[src/rtl/scaler_pkg.sv]
package scaler_pkg;

    localparam int unsigned DATA_W    = 32;
    localparam int unsigned SCALE_W   = 5;
    localparam int unsigned FRAME_LEN = 1 << SCALE_W;
    localparam int unsigned FIELD_LSB = 8;
    localparam int unsigned KICK_POS  = 31;

    typedef logic [DATA_W-1:0]  word_t;
    typedef logic [SCALE_W-1:0] scale_t;
    typedef logic [SCALE_W:0]   mult_t;

    typedef enum logic {
        SEL_RATE = 1'b0,
        SEL_CTRL = 1'b1
    } reg_sel_e;

    typedef struct packed {
        logic     en;
        reg_sel_e sel;
        word_t    data;
    } reg_wr_t;

    typedef struct packed {
        logic   pending;
        scale_t value;
    } commit_t;

    // pulses per frame for a given scaling value
    function automatic mult_t mult_of(scale_t s);
        return mult_t'(FRAME_LEN) - mult_t'(s);
    endfunction

endpackage

[src/rtl/scaler_regs.sv]
module scaler_regs
    import scaler_pkg::*;
#(
    parameter int unsigned VAL_LSB  = FIELD_LSB,
    parameter int unsigned BUSY_BIT = KICK_POS
) (
    input  logic     clk,
    input  logic     rst,
    input  reg_wr_t  wr,
    input  reg_sel_e rd_sel,
    input  logic     switch_done,
    output word_t    rd_data,
    output commit_t  commit
);

    word_t rate_q, rate_d;
    word_t ctrl_q, ctrl_d;
    logic  busy;

    assign busy = ctrl_q[BUSY_BIT];

    always_comb begin
        rate_d = rate_q;
        if (wr.en && wr.sel == SEL_RATE) begin
            rate_d = wr.data;
            if (busy) begin
                rate_d[VAL_LSB +: SCALE_W] = rate_q[VAL_LSB +: SCALE_W];
            end
        end
    end

    always_comb begin
        ctrl_d = ctrl_q;
        if (wr.en && wr.sel == SEL_CTRL) begin
            ctrl_d = wr.data;
        end
        if (busy) begin
            ctrl_d[BUSY_BIT] = ~switch_done;
        end else begin
            ctrl_d[BUSY_BIT] = wr.en && (wr.sel == SEL_CTRL) && wr.data[BUSY_BIT];
        end
    end

    always_ff @(posedge clk) begin
        if (rst) begin
            rate_q <= '0;
            ctrl_q <= '0;
        end else begin
            rate_q <= rate_d;
            ctrl_q <= ctrl_d;
        end
    end

    assign rd_data        = (rd_sel == SEL_CTRL) ? ctrl_q : rate_q;
    assign commit.pending = busy;
    assign commit.value   = rate_q[VAL_LSB +: SCALE_W];

    // the pending scaling value cannot move while busy
    p_value_hold_r7: assert property (@(posedge clk) disable iff (rst)
        busy |=> $stable(rate_q[VAL_LSB +: SCALE_W]));

    // the flag is not dropped before the switch has been reported
    p_busy_sticky_r8: assert property (@(posedge clk) disable iff (rst)
        (busy && !switch_done) |=> busy);

    // writing one to the flag while idle starts a change
    p_busy_set_r5: assert property (@(posedge clk) disable iff (rst)
        (!busy && wr.en && wr.sel == SEL_CTRL && wr.data[BUSY_BIT]) |=> busy);

    // completion is only reported while a change is pending
    p_done_when_busy_r6: assert property (@(posedge clk) disable iff (rst)
        switch_done |-> busy);

endmodule

[src/rtl/scaler_pulse_gen.sv]
module scaler_pulse_gen
    import scaler_pkg::*;
(
    input  logic    clk,
    input  logic    rst,
    input  commit_t commit,
    output logic    clk_en,
    output logic    switch_done
);

    localparam int unsigned SUM_W = SCALE_W + 1;

    scale_t             active_q;
    logic [SCALE_W-1:0] phase_q;
    logic [SCALE_W-1:0] acc_q;
    logic               en_q;
    logic               done_q;

    logic [SUM_W-1:0]   sum;
    logic               carry;
    logic               frame_end;
    logic               apply;

    assign sum       = SUM_W'(acc_q) + mult_of(active_q);
    assign carry     = sum[SCALE_W];
    assign frame_end = &phase_q;
    assign apply     = frame_end && commit.pending;

    always_ff @(posedge clk) begin
        if (rst) begin
            active_q <= '0;
            phase_q  <= '0;
            acc_q    <= '0;
            en_q     <= 1'b0;
            done_q   <= 1'b0;
        end else begin
            phase_q <= phase_q + 1'b1;
            acc_q   <= sum[SCALE_W-1:0];
            en_q    <= carry;
            done_q  <= apply;
            if (apply) begin
                active_q <= commit.value;
            end
        end
    end

    assign clk_en      = en_q;
    assign switch_done = done_q;

    // pulses seen so far in the current frame (checking only)
    logic [SCALE_W:0] seen_q;
    always_ff @(posedge clk) begin
        if (rst || frame_end) seen_q <= '0;
        else                  seen_q <= seen_q + {{SCALE_W{1'b0}}, carry};
    end

    // the accumulator is back at zero whenever a frame starts
    p_acc_align_r3: assert property (@(posedge clk) disable iff (rst)
        (phase_q == '0) |-> (acc_q == '0));

    // each frame carries exactly the multiplier's count of pulses
    p_frame_count_r3: assert property (@(posedge clk) disable iff (rst)
        frame_end |-> ((seen_q + {{SCALE_W{1'b0}}, carry}) == mult_of(active_q)));

    // the applied ratio changes only at a frame boundary with a commit
    p_switch_boundary_r9: assert property (@(posedge clk) disable iff (rst)
        !apply |=> $stable(active_q));

    // completion follows the frame boundary by one cycle
    p_done_timing_r6: assert property (@(posedge clk) disable iff (rst)
        $rose(done_q) |-> (phase_q == '0));

endmodule

[src/rtl/frac_rate_scaler.sv]
module frac_rate_scaler
    import scaler_pkg::*;
#(
    parameter int unsigned VAL_LSB  = FIELD_LSB,
    parameter int unsigned BUSY_BIT = KICK_POS
) (
    input  logic              clk,
    input  logic              rst,
    input  logic              reg_sel,
    input  logic              reg_wr,
    input  logic [DATA_W-1:0] reg_wdata,
    output logic [DATA_W-1:0] reg_rdata,
    output logic              clk_en
);

    localparam int unsigned FIELD_TOP = VAL_LSB + SCALE_W;

    initial begin
        if (FIELD_TOP > DATA_W || BUSY_BIT >= DATA_W ||
            (BUSY_BIT >= VAL_LSB && BUSY_BIT < FIELD_TOP)) begin
            $error("frac_rate_scaler: field placement out of range");
        end
    end

    reg_wr_t  wr_s;
    reg_sel_e sel_s;
    commit_t  commit_s;
    logic     done_s;

    assign sel_s = reg_sel_e'(reg_sel);

    always_comb begin
        wr_s.en   = reg_wr;
        wr_s.sel  = sel_s;
        wr_s.data = reg_wdata;
    end

    scaler_regs #(
        .VAL_LSB  (VAL_LSB),
        .BUSY_BIT (BUSY_BIT)
    ) u_regs (
        .clk         (clk),
        .rst         (rst),
        .wr          (wr_s),
        .rd_sel      (sel_s),
        .switch_done (done_s),
        .rd_data     (reg_rdata),
        .commit      (commit_s)
    );

    scaler_pulse_gen u_gen (
        .clk         (clk),
        .rst         (rst),
        .commit      (commit_s),
        .clk_en      (clk_en),
        .switch_done (done_s)
    );

endmodule

[config.mk]
export PLATFORM = sky130hd
export DESIGN_NAME = frac_rate_scaler
export DESIGN_NICKNAME = d
export VERILOG_FILES = /design/src/rtl/scaler_pkg.sv /design/src/rtl/scaler_regs.sv /design/src/rtl/scaler_pulse_gen.sv /design/src/rtl/frac_rate_scaler.sv
export SDC_FILE = /design/constraint.sdc
export NUM_CORES = 1
export LEC_CHECK = 0
export ABC_CLOCK_PERIOD_IN_PS = 4930
export BUFFER_PORTS_ARGS = -buffer_cell sky130_fd_sc_hd__buf_2
export CAP_MARGIN = 20
export CORE_MARGIN = 2
export CORE_UTILIZATION = 40
export CTS_CLUSTER_DIAMETER = 200
export CTS_CLUSTER_SIZE = 28
export DETAILED_ROUTE_END_ITERATION = 6
export GPL_ROUTABILITY_DRIVEN = 0
export PLACE_DENSITY = 0.72
export SETUP_SLACK_MARGIN = 0.3
export SLEW_MARGIN = 5
export SYNTH_ARGS = -nofsm -noshare
export SYNTH_HDL_FRONTEND = slang
export SYNTH_SLANG_ARGS = --single-unit
export TNS_END_PERCENT = 5
[constraint.sdc]
create_clock -name clk -period 4.93 [get_ports clk]
set_clock_uncertainty 0.1 [all_clocks]
set_input_delay 0 -clock clk [delete_from_list [all_inputs] [get_ports clk]]
set_output_delay 0 -clock clk [all_outputs]
set_load 0.05 [all_outputs]
Word-level counts from Yosys, hierarchy flattened
Cells that the tools add are included.

operators by class
  add/subtract/negate cells = 3
  muxes and demuxes = 2
  bitwise gates (word level) = 3
  reduce and logical (&&, ||, !) cells = 6

operator list
  cell                   count
  $mux W32               1
  $add A5 B6 Y6          1
  $sub A6 B5 Y6 const A  1
  $add A5 B1 Y5 const B  1
  $reduce_and A5 Y1      1
  $logic_and A1 B1 Y1    4
  $not A1 Y1             3
  $reduce_and A2 Y1      1
  $mux W1                1

storage, ports and cells
  bits of input ports = 36
  output and inout bits = 33
  logic and storage cells = 23
  flip-flop bits (word level) = 81

Longest topological paths before layout
  word-level depth = 3
  depth in mapped cells = 7
  depth with buffers taken out = 7

By module
A second synthesis with hierarchy kept.

second synthesis, totals
  cells, all modules = 403
  area, all modules = 3384.5 um^2

modules (own cells, without submodules)
  module            times used  area each (um^2)  cells each  seq. area each (um^2)
  scaler_regs       1           2660.1            323         1281.2
  scaler_pulse_gen  1           724.4             80          340.3

Worst setup path after synthesis
OpenSTA, ideal clock, no wires.

  kind = register to register
  from = reg u_gen.acc_q[0]
  to = reg u_gen.acc_q[4]
  period minus slack after synthesis = 1583 ps
  buffers on the path = 0
  cell stages (with the launch flop) = 8
  setup time = 129 ps
  data arrival time = 1354 ps
  setup slack = 3347 ps
  data required time = 4701 ps
  cell sequence = dfxtp_1 > inv_1 > ha_1 > fa_1 > nand2b_1 > a21oi_1 > xnor2_1 > nor2_1

between the ends
  cells in the longest elaborated chain, start to end = 1

ends and longest elaborated chain
  item                    RTL line                source
  from (decl)             scaler_pulse_gen.sv:15  logic [SCALE_W-1:0] acc_q;
  from (signal assigned)  scaler_pulse_gen.sv:38  acc_q <= sum[SCALE_W-1:0];
  $add A5 B6 Y6           scaler_pulse_gen.sv:24  assign sum = SUM_W'(acc_q) + mult_of(active_q);

No other way between the ends.
A chain may end at the register's enable or synchronous reset.

Worst setup path after layout
  from = in reg_sel
  to = reg u_regs.rate_q[12]

between the ends
  cells in the longest elaborated chain, start to end = 3

ends and longest elaborated chain
  item                                RTL line               source
  from (decl)                         frac_rate_scaler.sv:9  input logic reg_sel,
  $not A1 Y1                          scaler_regs.sv:24      if (wr.en && wr.sel == SEL_RATE) begin
  $logic_and A1 B1 Y1                 scaler_regs.sv:24
  $reduce_and A2 Y1 (no source line)  -
  to (signal assigned)                scaler_regs.sv:49      rate_q <= rate_d;
  to (decl)                           scaler_regs.sv:16      word_t rate_q, rate_d;

No other way between the ends.

==> impl_metrics.py <==
metrics = {
    "synthesis": {
        "syn_inst": 399,
        "yosysTopAreaCellShare_pct": 48.3,
        "yosysTopAreaCell": "dfxtp_1",
        "ys_seq_area_share_pct": 48.3,
        "synth_fp_nets": 443,
        "ys_top_cells_by_count": "129 x nand2_1, 81 x dfxtp_1, 72 x a21oi_1",
        "syn_area_mm2": 0.00336,
        "synth_area_leaders": "dfxtp_1 48%, nand2_1 14%, mux2_2 11%",
        "synth.most_common_cell": "nand2_1",
        "synth_edf_count": 0,
        "yosysUniqueCellTypes": 25,
        "avgSynthCellArea_um2": 8.41,
        "yosysWarningCount": 0,
        "synth_flop_cell": "dfxtp_1",
        "synth-seq-cells": 81,
        "synth-async-reset-ratio_pct": 0,
    },
    "clock_network": {
        "clk_latency_ps": 350,
        "cts_tree": "done",
        "path_clk_slew_ps": 80,
        "numClockSinks": 81,
        "cts_hold_buf": 32,
        "cts_made_buffers": 9,
        "cts_setup_buffers": 0,
        "clockRootBuffer": "clkbuf_8",
        "ctsResizeCount": 0,
        "h-tree-depth": 3,
        "clk_path_buf_depth": 2,
    },
    "layout": {
        "fillCellCount": 781,
        "finalInstanceArea_mm2": 0.00424,
        "finalNetCount": 531,
        "area_delta_synth_final_pct": 26.3,
        "n_antenna_cell": 0,
        "drive_gt1_share_pct": 25.0,
        "final_cells": 597,
    },
    "routing": {
        "wl_per_cell_um": 12.8,
        "dr_wl_met2_um": 3870,
        "post-route-drc-count": 0,
        "wl_met1_um": 3340,
        "top_layer": "met4",
        "dr.pass1.iters": 4,
        "wirelength_um": 7640,
        "viasPerCell": 4.85,
        "dr_total_vias": 2896,
        "wl_met3_um": 299,
        "ant_nets": 0,
        "drtIter0Drc": 189,
    },
    "die": {
        "placementRows": 33,
        "start_util_pct": 41.1,
        "die_x_um": 95.6,
        "die-area_mm2": 0.00914,
        "die_h_um": 95.6,
        "pin_count": 69,
        "core_area_mm2": 0.00818,
    },
    "hold_path": {
        "hp-class": "input port to flip-flop",
    },
    "timing": {
        "max_freq_mhz": 539,
        "setup_ws_ps": 3070,
        "worst_pin_slew_ps": 850,
        "fin_setup_tns_ps": 0,
        "rsz0062_at_grt": "false",
        "finalCritPeriodShare_pct": 37.6,
        "fin_crit_ps": 1860,
        "setup_viol": 0,
        "slew_headroom_pct": 43.4,
        "hold_viol": 0,
        "drv_slew": 0,
    },
    "grt": {
        "grt_max_degree": 82,
        "grt_usage_pct": 17.4,
        "grt_pass1_wl_um": 12400,
        "grt_remaining_overflow": 0,
        "antenna_found_initial": 0,
        "grt_pass1_vias": 2708,
    },
    "setup_path": {
        "startpoint_type": "input port",
        "critical_path.max_fanout": 36,
        "crit_arrival_ps": 1950,
        "critical_path_class": "input port to flip-flop",
        "cp-end-kind": "flip-flop",
        "worstPathRequired_ps": 5030,
    },
    "place": {
        "dpl_cell_area_mm2": 0.00370,
        "pre_cts_slack_ps": 2710,
        "hpwl_um": 4850,
        "numPortBuffers": 68,
        "dpl.cell_count": 548,
    },
    "run": {
        "cap_violations": 0,
    },
    "power_and_ir_drop": {
        "peakVddDrop_uv": 186,
        "pwr-share-clk_pct": 34.5,
        "finalPower_w": 0.00136,
        "combPwrFrac_pct": 14.4,
        "p_sw_w": 0.000374,
        "p_leak_nw": 1.78,
        "p_per_area_mw_per_mm2": 321,
        "p_sw_share_pct": 27.5,
        "p_seq_share_pct": 51.0,
        "intPower_w": 0.000987,
    },
    "run_status": {
        "status": "completed",
    },
}
## stage by stage
stage / hold WS, ps / util (%)
2_1_floorplan: 36.0 / -
3_3_place_gp: 155 / 45.1
3_5_place_dp: 158 / 45.3
4_1_cts: 122 / 51.5
5_1_grt: 134 / 51.9
6_report: 127 / 51.9
## cells by family after synthesis
| logic type | count (synthesis) | share of synthesized area [%] |
|---|---|---|
| adders and majority gates | 8 | 3.21 |
| muxes | 33 | 11.1 |
| AOI/OAI and AO/OA | 79 | 11.8 |
| and+or+nand+nor | 159 | 19.0 |
| buffers and inverters | 35 | 5.59 |
| DFF | 81 | 48.3 |
| xor gates and xnor gates | 4 | 1.04 |
## layer usage
metal | GRT usage (%) | vias to the layer above
met5 | 0 | -
li1 | - | 1480
met2 | 29.8 | 64
met1 | 21.2 | 1342
met4 | 6.31 | 0
met3 | 3.95 | 10
## worst paths after layout
| check | from | endpoint | slack, ps | depth (start not counted) |
|---|---|---|---|---|
| setup / recovery | reg_sel | u_regs.rate_q[12]$_SDFFE_PP0P_ | 3070 | 6 |
| setup reg to reg | u_gen.acc_q[0]$_SDFF_PP0_ | u_gen.acc_q[4]$_SDFF_PP0_ | 3200 | 7 |
| hold reg to reg | u_regs.rate_q[19]$_SDFFE_PP0N_ | u_regs.rate_q[19]$_SDFFE_PP0N_ | 350 | 2 |
| hold / removal | reg_wr | u_regs.rate_q[26]$_SDFFE_PP0N_ | 130 | 4 |
## layout by cell type (no fill, tap or decap), drive strengths merged
cell type and count:
nand3 6, and2 1, dfxtp 81, ha 7, clkinvlp 1, inv 7, nor3 1, nor2b 3
and3 1, xnor2 2, a21oi 72, xor2 2, nand2b 3, bufinv 1, mux2 33, fa 1
clkinv 3, buf 73, o21ai 7, clkbuf 11, nor2 15, nand2 129, dlygate4sd3 32
## sequential cells by signal (all words and copies together), names as in the netlist
signal and flops:
u_gen.clk_en 1, u_regs.rate_q 32, u_regs.ctrl_q 32, u_gen.acc_q 5, u_gen.switch_done 1, u_gen.phase_q 5, u_gen.active_q 5
## critical path, stage by stage
cell	delay, ps
buf_2	630
nand2b_1	690
buf_4	370
nor2_4	80
nand2_1	90
a21oi_1	60
## power by group through the flow
stage / clock, W / combinational [W] / sequential [W]
3_5_place_dp: 0 / 0.000175 / 0.000710
2_1_floorplan: 0 / 0.000133 / 0.000707
4_1_cts: 0.000480 / 0.000195 / 0.000695
6_report: 0.000470 / 0.000196 / 0.000695
3_3_place_gp: 0 / 0.000172 / 0.000708
5_1_grt: 0.000509 / 0.000212 / 0.000698
## final cells by class
class                           instances  area (µm²)  area share, %
Inverter                                7        26.3          0.620
Sequential cell                        81        1620           38.2
Timing Repair Buffer                  105         726           17.1
Clock inverter                          5        56.3           1.33
Multi-Input combinational cell        283        1550           36.5
Clock buffer                           11         131           3.10
Tap cell                              105         131           3.10
Power figures use the tool's default switching activity.
